File: src/rtl/sb_pkg.sv
package sb_pkg;

    typedef enum logic [1:0] {
        PH_IDLE  = 2'd0,
        PH_READ  = 2'd1,
        PH_EXEC  = 2'd2,
        PH_WRITE = 2'd3
    } phase_e;

    localparam logic [1:0] OPC_ADD = 2'd0;
    localparam logic [1:0] OPC_SUB = 2'd1;
    localparam logic [1:0] OPC_MUL = 2'd2;

    function automatic logic needs_mul(input logic [1:0] op);
        return op >= OPC_MUL;
    endfunction

endpackage

File: src/rtl/sb_issue_sel.sv
module sb_issue_sel #(
    parameter int NUM_MUL = 2,
    parameter int NUM_ADD = 2,
    localparam int NFU  = NUM_MUL + NUM_ADD,
    localparam int FU_W = $clog2(NFU)
) (
    input  logic [NFU-1:0]  busy,
    input  logic            want_mul,
    output logic            found,
    output logic [FU_W-1:0] idx
);
    always_comb begin
        found = 1'b0;
        idx   = '0;
        for (int i = NFU - 1; i >= 0; i--) begin
            if (!busy[i] && ((i < NUM_MUL) == want_mul)) begin
                found = 1'b1;
                idx   = FU_W'(i);
            end
        end
    end
endmodule

File: src/rtl/sb_regstat.sv
module sb_regstat #(
    parameter int NFU      = 4,
    parameter int NUM_REGS = 32,
    localparam int FU_W  = $clog2(NFU),
    localparam int REG_W = $clog2(NUM_REGS)
) (
    input  logic             clk,
    input  logic             rst,
    input  logic             set_en,
    input  logic [REG_W-1:0] set_reg,
    input  logic [FU_W-1:0]  set_idx,
    input  logic [NFU-1:0]   clr_en,
    input  logic [REG_W-1:0] clr_reg [NFU],
    input  logic [REG_W-1:0] look_reg [3],
    output logic             look_vld [3],
    output logic [FU_W-1:0]  look_idx [3]
);
    logic [NUM_REGS-1:0] vld_q;
    logic [FU_W-1:0]     idx_q [NUM_REGS];

    always_ff @(posedge clk) begin
        if (rst) begin
            vld_q <= '0;
            for (int r = 0; r < NUM_REGS; r++) idx_q[r] <= '0;
        end else begin
            for (int f = 0; f < NFU; f++) begin
                if (clr_en[f]) vld_q[clr_reg[f]] <= 1'b0;
            end
            if (set_en) begin
                vld_q[set_reg] <= 1'b1;
                idx_q[set_reg] <= set_idx;
            end
        end
    end

    always_comb begin
        for (int k = 0; k < 3; k++) begin
            look_vld[k] = vld_q[look_reg[k]];
            look_idx[k] = idx_q[look_reg[k]];
        end
    end
endmodule

File: src/rtl/sb_fu_slot.sv
module sb_fu_slot
    import sb_pkg::*;
#(
    parameter int NFU   = 4,
    parameter int REG_W = 5,
    localparam int FU_W = $clog2(NFU)
) (
    input  logic             clk,
    input  logic             rst,
    input  logic             issue,
    input  logic [REG_W-1:0] dst_in,
    input  logic [REG_W-1:0] src1_in,
    input  logic [REG_W-1:0] src2_in,
    input  logic             q1_pend,
    input  logic [FU_W-1:0]  q1_in,
    input  logic             q2_pend,
    input  logic [FU_W-1:0]  q2_in,
    input  logic [NFU-1:0]   wr_bus,
    input  logic             exe_done,
    input  logic             war_hold,
    output logic             busy,
    output phase_e           phase,
    output logic [REG_W-1:0] dst,
    output logic [REG_W-1:0] src1,
    output logic [REG_W-1:0] src2,
    output logic             r1,
    output logic             r2,
    output logic             rd_go,
    output logic             wr_go,
    output logic             ex_start
);
    phase_e           phase_q;
    logic [REG_W-1:0] dst_q, s1_q, s2_q;
    logic [FU_W-1:0]  q1_q, q2_q;
    logic             r1_q, r2_q, start_q;

    assign busy     = phase_q != PH_IDLE;
    assign phase    = phase_q;
    assign dst      = dst_q;
    assign src1     = s1_q;
    assign src2     = s2_q;
    assign r1       = r1_q;
    assign r2       = r2_q;
    assign ex_start = start_q;
    assign rd_go    = (phase_q == PH_READ) && r1_q && r2_q;
    assign wr_go    = (phase_q == PH_WRITE) && !war_hold;

    always_ff @(posedge clk) begin
        if (rst) begin
            phase_q <= PH_IDLE;
            dst_q   <= '0;
            s1_q    <= '0;
            s2_q    <= '0;
            q1_q    <= '0;
            q2_q    <= '0;
            r1_q    <= 1'b0;
            r2_q    <= 1'b0;
            start_q <= 1'b0;
        end else begin
            start_q <= rd_go;
            unique case (phase_q)
                PH_IDLE: begin
                    if (issue) begin
                        phase_q <= PH_READ;
                        dst_q   <= dst_in;
                        s1_q    <= src1_in;
                        s2_q    <= src2_in;
                        q1_q    <= q1_in;
                        q2_q    <= q2_in;
                        r1_q    <= !q1_pend;
                        r2_q    <= !q2_pend;
                    end
                end
                PH_READ: begin
                    if (rd_go) begin
                        phase_q <= PH_EXEC;
                        r1_q    <= 1'b0;
                        r2_q    <= 1'b0;
                    end else begin
                        if (!r1_q && wr_bus[q1_q]) r1_q <= 1'b1;
                        if (!r2_q && wr_bus[q2_q]) r2_q <= 1'b1;
                    end
                end
                PH_EXEC: begin
                    if (exe_done) phase_q <= PH_WRITE;
                end
                PH_WRITE: begin
                    if (wr_go) begin
                        phase_q <= PH_IDLE;
                        dst_q   <= '0;
                        s1_q    <= '0;
                        s2_q    <= '0;
                        q1_q    <= '0;
                        q2_q    <= '0;
                    end
                end
                default: phase_q <= PH_IDLE;
            endcase
        end
    end
endmodule

File: src/rtl/sb_ctrl.sv
module sb_ctrl
    import sb_pkg::*;
#(
    parameter int NUM_MUL  = 2,
    parameter int NUM_ADD  = 2,
    parameter int NUM_REGS = 32,
    parameter int CYC_W    = 32,
    localparam int NFU   = NUM_MUL + NUM_ADD,
    localparam int FU_W  = $clog2(NFU),
    localparam int REG_W = $clog2(NUM_REGS)
) (
    input  logic             clk,
    input  logic             rst,
    input  logic             in_valid,
    input  logic [1:0]       in_op,
    input  logic [REG_W-1:0] in_dst,
    input  logic [REG_W-1:0] in_src1,
    input  logic [REG_W-1:0] in_src2,
    input  logic [NFU-1:0]   exe_done,
    output logic             in_ready,
    output logic [FU_W-1:0]  iss_unit,
    output logic [NFU-1:0]   rd_grant,
    output logic [NFU-1:0]   exe_start,
    output logic [NFU-1:0]   wr_grant,
    output logic [CYC_W-1:0] cycle_num
);
    logic [NFU-1:0]   busy, r1, r2, war_hold;
    phase_e           phase [NFU];
    logic [REG_W-1:0] f_dst [NFU];
    logic [REG_W-1:0] f_s1  [NFU];
    logic [REG_W-1:0] f_s2  [NFU];

    logic             sel_found, issue;
    logic [FU_W-1:0]  sel_idx;
    logic [REG_W-1:0] look_reg [3];
    logic             look_vld [3];
    logic [FU_W-1:0]  look_idx [3];
    logic             q1_pend, q2_pend;

    sb_issue_sel #(.NUM_MUL(NUM_MUL), .NUM_ADD(NUM_ADD)) u_sel (
        .busy     (busy),
        .want_mul (needs_mul(in_op)),
        .found    (sel_found),
        .idx      (sel_idx)
    );

    assign look_reg[0] = in_src1;
    assign look_reg[1] = in_src2;
    assign look_reg[2] = in_dst;

    sb_regstat #(.NFU(NFU), .NUM_REGS(NUM_REGS)) u_rstat (
        .clk      (clk),
        .rst      (rst),
        .set_en   (issue),
        .set_reg  (in_dst),
        .set_idx  (sel_idx),
        .clr_en   (wr_grant),
        .clr_reg  (f_dst),
        .look_reg (look_reg),
        .look_vld (look_vld),
        .look_idx (look_idx)
    );

    assign in_ready = sel_found && !look_vld[2];
    assign iss_unit = sel_idx;
    assign issue    = in_valid && in_ready;
    // a producer writing in the issue cycle already counts as delivered
    assign q1_pend  = look_vld[0] && !wr_grant[look_idx[0]];
    assign q2_pend  = look_vld[1] && !wr_grant[look_idx[1]];

    for (genvar g = 0; g < NFU; g++) begin : g_slot
        sb_fu_slot #(.NFU(NFU), .REG_W(REG_W)) u_slot (
            .clk      (clk),
            .rst      (rst),
            .issue    (issue && (sel_idx == FU_W'(g))),
            .dst_in   (in_dst),
            .src1_in  (in_src1),
            .src2_in  (in_src2),
            .q1_pend  (q1_pend),
            .q1_in    (look_idx[0]),
            .q2_pend  (q2_pend),
            .q2_in    (look_idx[1]),
            .wr_bus   (wr_grant),
            .exe_done (exe_done[g]),
            .war_hold (war_hold[g]),
            .busy     (busy[g]),
            .phase    (phase[g]),
            .dst      (f_dst[g]),
            .src1     (f_s1[g]),
            .src2     (f_s2[g]),
            .r1       (r1[g]),
            .r2       (r2[g]),
            .rd_go    (rd_grant[g]),
            .wr_go    (wr_grant[g]),
            .ex_start (exe_start[g])
        );
    end

    // WAR: hold writer f while another unit still owes a read of f's target
    always_comb begin
        for (int f = 0; f < NFU; f++) begin
            war_hold[f] = 1'b0;
            for (int g = 0; g < NFU; g++) begin
                if (g != f && phase[g] == PH_READ &&
                    ((r1[g] && f_s1[g] == f_dst[f]) ||
                     (r2[g] && f_s2[g] == f_dst[f])))
                    war_hold[f] = 1'b1;
            end
        end
    end

    always_ff @(posedge clk) begin
        if (rst) cycle_num <= '0;
        else     cycle_num <= cycle_num + 1'b1;
    end
endmodule

File: config.mk
export PLATFORM = sky130hd
export DESIGN_NAME = sb_ctrl
export DESIGN_NICKNAME = d
export VERILOG_FILES = /design/src/rtl/sb_pkg.sv /design/src/rtl/sb_issue_sel.sv /design/src/rtl/sb_regstat.sv /design/src/rtl/sb_fu_slot.sv /design/src/rtl/sb_ctrl.sv
export SDC_FILE = /design/constraint.sdc
export NUM_CORES = 1
export LEC_CHECK = 0
export ABC_AREA = 1
export ABC_CLOCK_PERIOD_IN_PS = 3000
export BUFFER_PORTS_ARGS = -buffer_cell sky130_fd_sc_hd__buf_2
export CAP_MARGIN = 10
export CELL_PAD_IN_SITES_DETAIL_PLACEMENT = 1
export CELL_PAD_IN_SITES_GLOBAL_PLACEMENT = 1
export CORE_MARGIN = 4
export CORE_UTILIZATION = 44
export DETAILED_ROUTE_END_ITERATION = 12
export PLACE_DENSITY = 0.81
export SYNTH_ARGS = -nofsm -noshare
export SYNTH_HDL_FRONTEND = slang
export SYNTH_SLANG_ARGS = --single-unit
File: constraint.sdc
create_clock -name clk -period 3 [get_ports clk]
set_input_delay 0 -clock clk [delete_from_list [all_inputs] [get_ports clk]]
set_output_delay 0 -clock clk [all_outputs]
set_load 0.1 [all_outputs]
==> summary.md, run 1 <==
| Metric | Value |
|---|---|
| Async S/R FF share, synth | 0% |
| Initial antenna violation count | 0 |
| Mapped Cells | 2503 |
| Number of maximum-capacitance violations | 0 |
| Synth top area cells | dfxtp_1, nand2_1, edfxtp_1 |
| Hold Crit Start | in_src2[2] |
| Final Util | 52.98% |
| Worst slack at placement | 0.1311 ns |
| HPWL after DPL | 51930 um |
| DR pass1 iterations | 5 |
| Yosys top cell area share | 20.96% |
| Unique masters post-synth | 40 |
| WL per Instance | 23.07 um |
| Final instance area | 17940 um^2 |
| Data arrival time of the worst path | 3.21 ns |
| Hold path cells | 4 |
| Reg clk slew, reported paths | 0.06 ns |
| First-pass GRT wire length | 108200 um |
| Sink Count | 224 |
| CP Capture Type | register |
| Crit path required time | 3.39 ns |
| Layout Nets | 2679 |
| Post-synthesis mux area share | 0% |
| Placed Instances | 3042 |
| Register area | 5127 um^2 |
| Status | completed |
| Setup CP Type | in -> reg |
| H-tree Lvls | 1 |
| Number of cell rows | 67 |
| Horiz. Die Dim | 194.3 um |
| Yosys warning total | 0 |
| FF-to-FF Start | g_slot[1].u_slot.dst[3] |
| Initial Util | 45.11% |
| Setup WS post-layout | 0.1736 ns |
| TritonCTS buffer count | 27 |
| Core box area | 33870 um^2 |
| Pins Over Slew Limit | 0 |
| Clock root buffer | clkbuf_16 |
| Leak | 8.006 nW |
| Post-synthesis adder-cell area fraction | 1.392% |
| Sequential share of the synthesized area | 33.54% |
| Worst Setup Start Kind | input pin |
| Top Ports | 71 |
| Fmax | 353.8 MHz |
| Synthesized area per cell | 6.104 um^2 |
| Syn nets | 2544 |
| Reg2reg path depth | 15 |
| Crit share post-route | 94.21% |
| Worst slew margin | 25.39% |
| Unrepaired setup endpoints after global routing | no |
| Fin Hold WS | 0.07025 ns |
| Fillers | 4674 |
| Clk buf depth | 3 |
| Vias per cell | 5.877 |
| Main combinational cell family by area after synthesis | simple AND/OR/NAND/NOR gates |
| Most frequent cells after synthesis | nand2_1, nor2_1, inv_1 |
| WL final | 71680 um |
| Hold Path End | g_slot[2].u_slot.src2[2] |
| PortBufs | 69 |
| Placed Instance Area | 16870 um^2 |
| Starting DRC count in detailed routing | 1711 |
| Placer Congestion | 1.012 |
| Compound-Gate Fraction of Synth Area | 13.89% |
| GR Overflow Total | 0 |
| Worst ir drop on vdd | 0.8151 mV |
| Vias post-DR | 18260 |
| Antenna cell count | 0 |
| Reg2reg setup slack | 0.19 ns |
| CTS tree | done |
| Largest net degree at the start of global routing | 107 |
| Main synth FF type | dfxtp_1 |
| Power Total | 13.98 mW |
| FF+latch count, synth | 224 |
| Synth-to-layout area growth | 17.44% |
| Hold violation count in the final report | 0 |
| Simple-gate share of the synthesized area | 39.93% |
| Post-DRT Antenna Nets | 0 |
| Slew at the pin closest to its max-slew limit | 1.119 ns |
| Crit-path max FO | 19 |
| Die Y | 194.3 um |
| Multi-input combinational cell area | 8618 um^2 |
| Final TNS setup | 0 ns |
| GRT Total Usage | 36.13% |
| Synth Area in XOR/XNOR | 0.9745% |
| Share of post-route cells with drive strength above 1 | 11.43% |
| Minimum clock period | 2.826 ns |
| Via count of the first global-routing pass | 18630 |
| Clock Skew | 0.03139 ns |
| Post-Syn Area | 15280 um^2 |
| Final count of negative-setup-slack endpoints | 0 |
| Most common cell in the netlist | nand2_1 |
| Reg2reg end | u_rstat.vld_q[13] |
| Worst-skew pair later-pin latency | 0.57 ns |
| # DRC | 0 |
| Worst hold path class | in -> reg |
| Pwr Density | 779.2 nW/um^2 |
| EDFF count, synth | 64 |
| Non-Filler Instances | 3107 |
| Largest area contributor in the netlist | dfxtp_1 |
| Die area | 37770 um^2 |
-- area by class of cell --
class	instances	share of cell area (%)
inverters	248	5.195
well taps	448	3.124
flip-flops and latches	224	28.58
multi-input cells	1900	48.03
clock buffers	31	3.849
repair buffers	237	10.21
clock inverters	19	1.011
-- cell families (layout without fill, tap and decap cells) --
| kind of cell | after synthesis | in the layout |
|---|---|---|
| simple gates | 1468 | 1468 |
| compound gates | 398 | 398 |
| buf+inv | 379 | 535 |
| flops | 224 | 224 |
| fa+ha+maj | 17 | 17 |
| xor+xnor | 17 | 17 |
-- cells in the final DEF, fill, tap and decap left out, types with 5 or more instances in the layout --
master | Yosys | routed
clkinv_1 | 14 | 20
a211oi_1 | 19 | 19
edfxtp_1 | 64 | 64
xor2_1 | 14 | 14
clkbuf_16 | 0 | 29
buf_4 | 18 | 148
inv_2 | 6 | 5
o21ai_0 | 180 | 179
a21oi_1 | 131 | 131
ha_1 | 17 | 14
buf_2 | 39 | 64
nand2_1 | 792 | 790
a31oi_1 | 5 | 5
clkinvlp_4 | 0 | 6
nor2_1 | 338 | 337
buf_12 | 0 | 12
o211ai_1 | 16 | 16
nor4_1 | 9 | 9
nand4_1 | 28 | 28
o21ai_1 | 35 | 35
or2_2 | 7 | 7
dfxtp_1 | 160 | 158
nand3_1 | 226 | 226
inv_1 | 228 | 228
nor3_1 | 44 | 43
dlygate4sd3_1 | 0 | 11
o2111ai_1 | 7 | 7
-- registers in the layout, indices dropped and copies added, names as in the netlist --
| name | cells |
|---|---|
| g_slot.u_slot.src2 | 20 |
| g_slot.u_slot.r2 | 4 |
| u_rstat.idx_q | 64 |
| g_slot.u_slot.q2_q | 8 |
| g_slot.u_slot.ex_start | 4 |
| u_rstat.vld_q | 32 |
| g_slot.u_slot.dst | 20 |
| g_slot.u_slot.phase | 8 |
| g_slot.u_slot.q1_q | 8 |
| g_slot.u_slot.src1 | 20 |
| cycle_num | 32 |
| g_slot.u_slot.r1 | 4 |
-- critical path, stage by stage --
cell and delay, ns:
dlygate4sd3_1 0.53, buf_2 0.21, inv_1 0.24, nor3_1 0.63
nand2_1 0.25, nand2_1 0.12, nor2_1 0.06, nand3_2 0.09
nor2_4 0.08, nand2_1 0.07, nand2_1 0.10, nand2_1 0.16
nor2_4 0.07, buf_4 0.16, clkbuf_16 0.19, o21ai_0 0.19
nor2_1 0.06
-- worst max-delay path by stage --
stage / from / endpoint / slack (ns)
finish: in_dst[4] / g_slot[1].u_slot.src2[4] / 0.17
floorplan: cycle_num[2] / cycle_num[28] / 0.08
CTS: g_slot[0].u_slot.phase[0] / u_rstat.idx_q[21][1] / 0.09
global route: g_slot[0].u_slot.dst[4] / g_slot[0].u_slot.src2[2] / 0.01
global placement: g_slot[0].u_slot.phase[0] / u_rstat.idx_q[21][0] / 0.28
detailed placement: g_slot[0].u_slot.phase[0] / u_rstat.idx_q[21][0] / 0.13
-- power by group --
| group | total [mW] | switching (mW) | internal, mW |
|---|---|---|---|
| clock network | 3.34 | 1.44 | 1.91 |
| registers | 4.08 | 0.505 | 3.58 |
| logic | 6.55 | 4.52 | 2.04 |
| total | 14.0 | 6.46 | 7.52 |
-- layer usage --
layer / track usage, % / vias up / wire, um
li1: - / 8368 / -
met1: 45.52 / 8880 / 28710
met2: 61.93 / 783 / 33900
met3: 4.224 / 229 / 5128
met4: 17.08 / 0 / 3937
met5: 0 / - / 0
-- what timing repair did --
item,in CTS,in global routing
resized for setup,0,9
endpoints found under the hold margin,15,0
setup buffers,0,2
hold buffers,11,0
setup endpoints to repair,0,120
(Power assumes the default switching activity.)
==> run 2, diff against run 1 <==
Settings changed: BUFFER_PORTS_ARGS -buffer_cell sky130_fd_sc_hd__buf_2 to default, CORE_UTILIZATION 44 to 46, DONT_BUFFER_PORTS from default to 1.
==> run 2 against run 1 <==
- sequential share of layout area is 0.42 points lower
- cell count is 0.55% lower
- sequential power up 1%
- combinational power is 2% higher
- core utilization up 2.8 points
- non-clock buffer count shrank 10
- critical endpoint is now cycle_num[27]
- largest cell class unchanged
==> summary.md, run 2 (synthesized netlist as in run 1, its figures left out) <==
| Metric | Value |
|---|---|
| Crit share post-route | 98.47% (was 94.21%) |
| Die area | 36190 um^2 (was 37770 um^2) |
| Clk buf depth | 3 (unchanged) |
| Leak | 8.042 nW (was 8.006 nW) |
| Post-DRT Antenna Nets | 0 (unchanged) |
| Sink Count | 224 (unchanged) |
| Clock Skew | 0.02990 ns (was 0.03139 ns) |
| Crit-path max FO | 3 (was 19) |
| Hold Crit Start | in_dst[1] (was in_src2[2]) |
| H-tree Lvls | 1 (unchanged) |
| Core box area | 32620 um^2 (was 33870 um^2) |
| Pwr Density | 768.8 nW/um^2 (was 779.2 nW/um^2) |
| Worst slew margin | 34.79% (was 25.39%) |
| Top Ports | 71 (unchanged) |
| Horiz. Die Dim | 190.2 um (was 194.3 um) |
| WL per Instance | 24.31 um (was 23.07 um) |
| Starting DRC count in detailed routing | 1690 (was 1711) |
| Number of maximum-capacitance violations | 0 (unchanged) |
| Max reg flops | 64 (unchanged) |
| Die Y | 190.2 um (was 194.3 um) |
| Minimum clock period | 2.954 ns (was 2.826 ns) |
| Largest Register | u_rstat.idx_q (unchanged) |
| Setup WS post-layout | 0.04597 ns (was 0.1736 ns) |
| Worst-skew pair later-pin latency | 0.56 ns (was 0.57 ns) |
| Leading cell type in the layout, fill and taps excluded | nand2_1 (unchanged) |
| GRT Total Usage | 39.74% (was 36.13%) |
| Vias per cell | 6.067 (was 5.877) |
| Worst hold path class | in -> reg (unchanged) |
| Reg clk slew, reported paths | 0.06 ns (about the same) |
| Status | completed (unchanged) |
| Worst Setup Start Kind | register (was input pin) |
| Final count of negative-setup-slack endpoints | 0 (unchanged) |
| TritonCTS buffer count | 27 (unchanged) |
| Most frequent cells in the layout | nand2_1, nor2_1, inv_1 (unchanged) |
| Hold violation count in the final report | 0 (unchanged) |
| CP Capture Type | register (unchanged) |
| Via count of the first global-routing pass | 18950 (was 18630) |
| Placed Instance Area | 16740 um^2 (was 16870 um^2) |
| Share of post-route cells with drive strength above 1 | 10.99% (was 11.43%) |
| Non-Filler Instances | 3090 (was 3107) |
| PortBufs | 0 (was 69) |
| FF-to-FF Start | cycle_num[4] (was g_slot[1].u_slot.dst[3]) |
| Setup CP Type | reg -> reg (was in -> reg) |
| Initial Util | 46.84% (was 45.11%) |
| Critical Path Source | cycle_num[4] (was in_dst[4]) |
| GR Overflow Total | 0 (unchanged) |
| Worst slack at placement | 0.08603 ns (was 0.1311 ns) |
| CTS tree | done (unchanged) |
| Vias post-DR | 18750 (was 18260) |
| Placed Instances | 2995 (was 3042) |
| HPWL after DPL | 50810 um (was 51930 um) |
| Largest registers | u_rstat.idx_q: 64 flops, cycle_num: 32 flops, u_rstat.vld_q: 32 flops (unchanged) |
| Antenna cell count | 0 (unchanged) |
| Unrepaired setup endpoints after global routing | yes (was no) |
| Final Util | 55.82% (was 52.98%) |
| Placer Congestion | 1.043 (was 1.012) |
| Data arrival time of the worst path | 3.43 ns (was 3.21 ns) |
| Fmax | 338.5 MHz (was 353.8 MHz) |
| Synth-to-layout area growth | 19.18% (was 17.44%) |
| Clock root buffer | clkbuf_16 (unchanged) |
| Number of cell rows | 66 (was 67) |
| # DRC | 0 (unchanged) |
| Layout Nets | 2669 (was 2679) |
| Largest net degree at the start of global routing | 76 (was 107) |
| Slew at the pin closest to its max-slew limit | 0.9768 ns (was 1.119 ns) |
| Final instance area | 18210 um^2 (was 17940 um^2) |
| Crit path required time | 3.47 ns (was 3.39 ns) |
| Pins Over Slew Limit | 0 (unchanged) |
| First-pass GRT wire length | 111600 um (was 108200 um) |
| WL final | 75110 um (was 71680 um) |
| Initial antenna violation count | 1 (was 0) |
| Worst ir drop on vdd | 0.5606 mV (was 0.8151 mV) |
| DR pass1 iterations | 5 (unchanged) |
## run 2: path summary, 6_finish.rpt
| path | end | slack, ns | cells past startpoint |
|---|---|---|---|
| setup / recovery | cycle_num[27] | 0.05 | 12 |
| setup reg to reg | cycle_num[27] | 0.05 | 12 |
| hold / removal | g_slot[1].u_slot.dst[1] | 0.001 | 4 |
| hold reg to reg | g_slot[3].u_slot.q1_q[1] | 0.48 | 2 |
## run 2: routing by layer
layer | vias up | GRT usage (%) | wire length [um]
met5 | - | 0 | 16
met2 | 935 | 66.42 | 34460
li1 | 8350 | - | -
met4 | 2 | 24.34 | 5965
met3 | 354 | 7.580 | 6448
met1 | 9105 | 47.36 | 28230
## run 2: final cells by class
cell class | instances | area, um^2
well taps | 442 | 553.0
multi-input cells | 1900 | 8717
flip-flops and latches | 224 | 5127
fillers | 4492 | 14410
inverters | 248 | 947.2
clock buffers | 40 | 774.5
repair buffers | 227 | 2024
clock inverters | 9 | 65.06
## run 2: report_power, final
part           internal, mW  switching [mW]
logic                  2.09            4.57
registers              3.58           0.557
clock network          1.85            1.35
## run 2: per-stage QoR
stage / TNS, ns / power [mW] / hold WS (ns)
6_report: 0 / 14.00 / 0.001163
3_3_place_gp: 0 / 9.855 / 0.1168
5_1_grt: -0.4117 / 14.75 / 0.06160
4_1_cts: 0 / 13.43 / 0.00009637
3_5_place_dp: 0 / 10.12 / 0.1187
2_1_floorplan: 0 / 8.043 / 0.2168
## run 2: critical path, cell delays in order, from the launching register on
cell and delay, ns:
dfxtp_1 0.33, buf_4 0.30, nand2_1 0.10, nor2_1 0.25, nand3_1 0.22, nor2_2 0.26, nand3_1 0.20, nor2_2 0.22
nand2_1 0.10, xnor2_1 0.17, inv_1 0.06, nor2_1 0.12, dlygate4sd3_1 0.57
## run 2: timing repair
item                                   4_1_cts  5_1_grt
setup endpoints to repair                    0      168
gates resized for setup                      0       36
hold buffers                                34        0
buffers inserted                             0       11
endpoints found under the hold margin      198        0
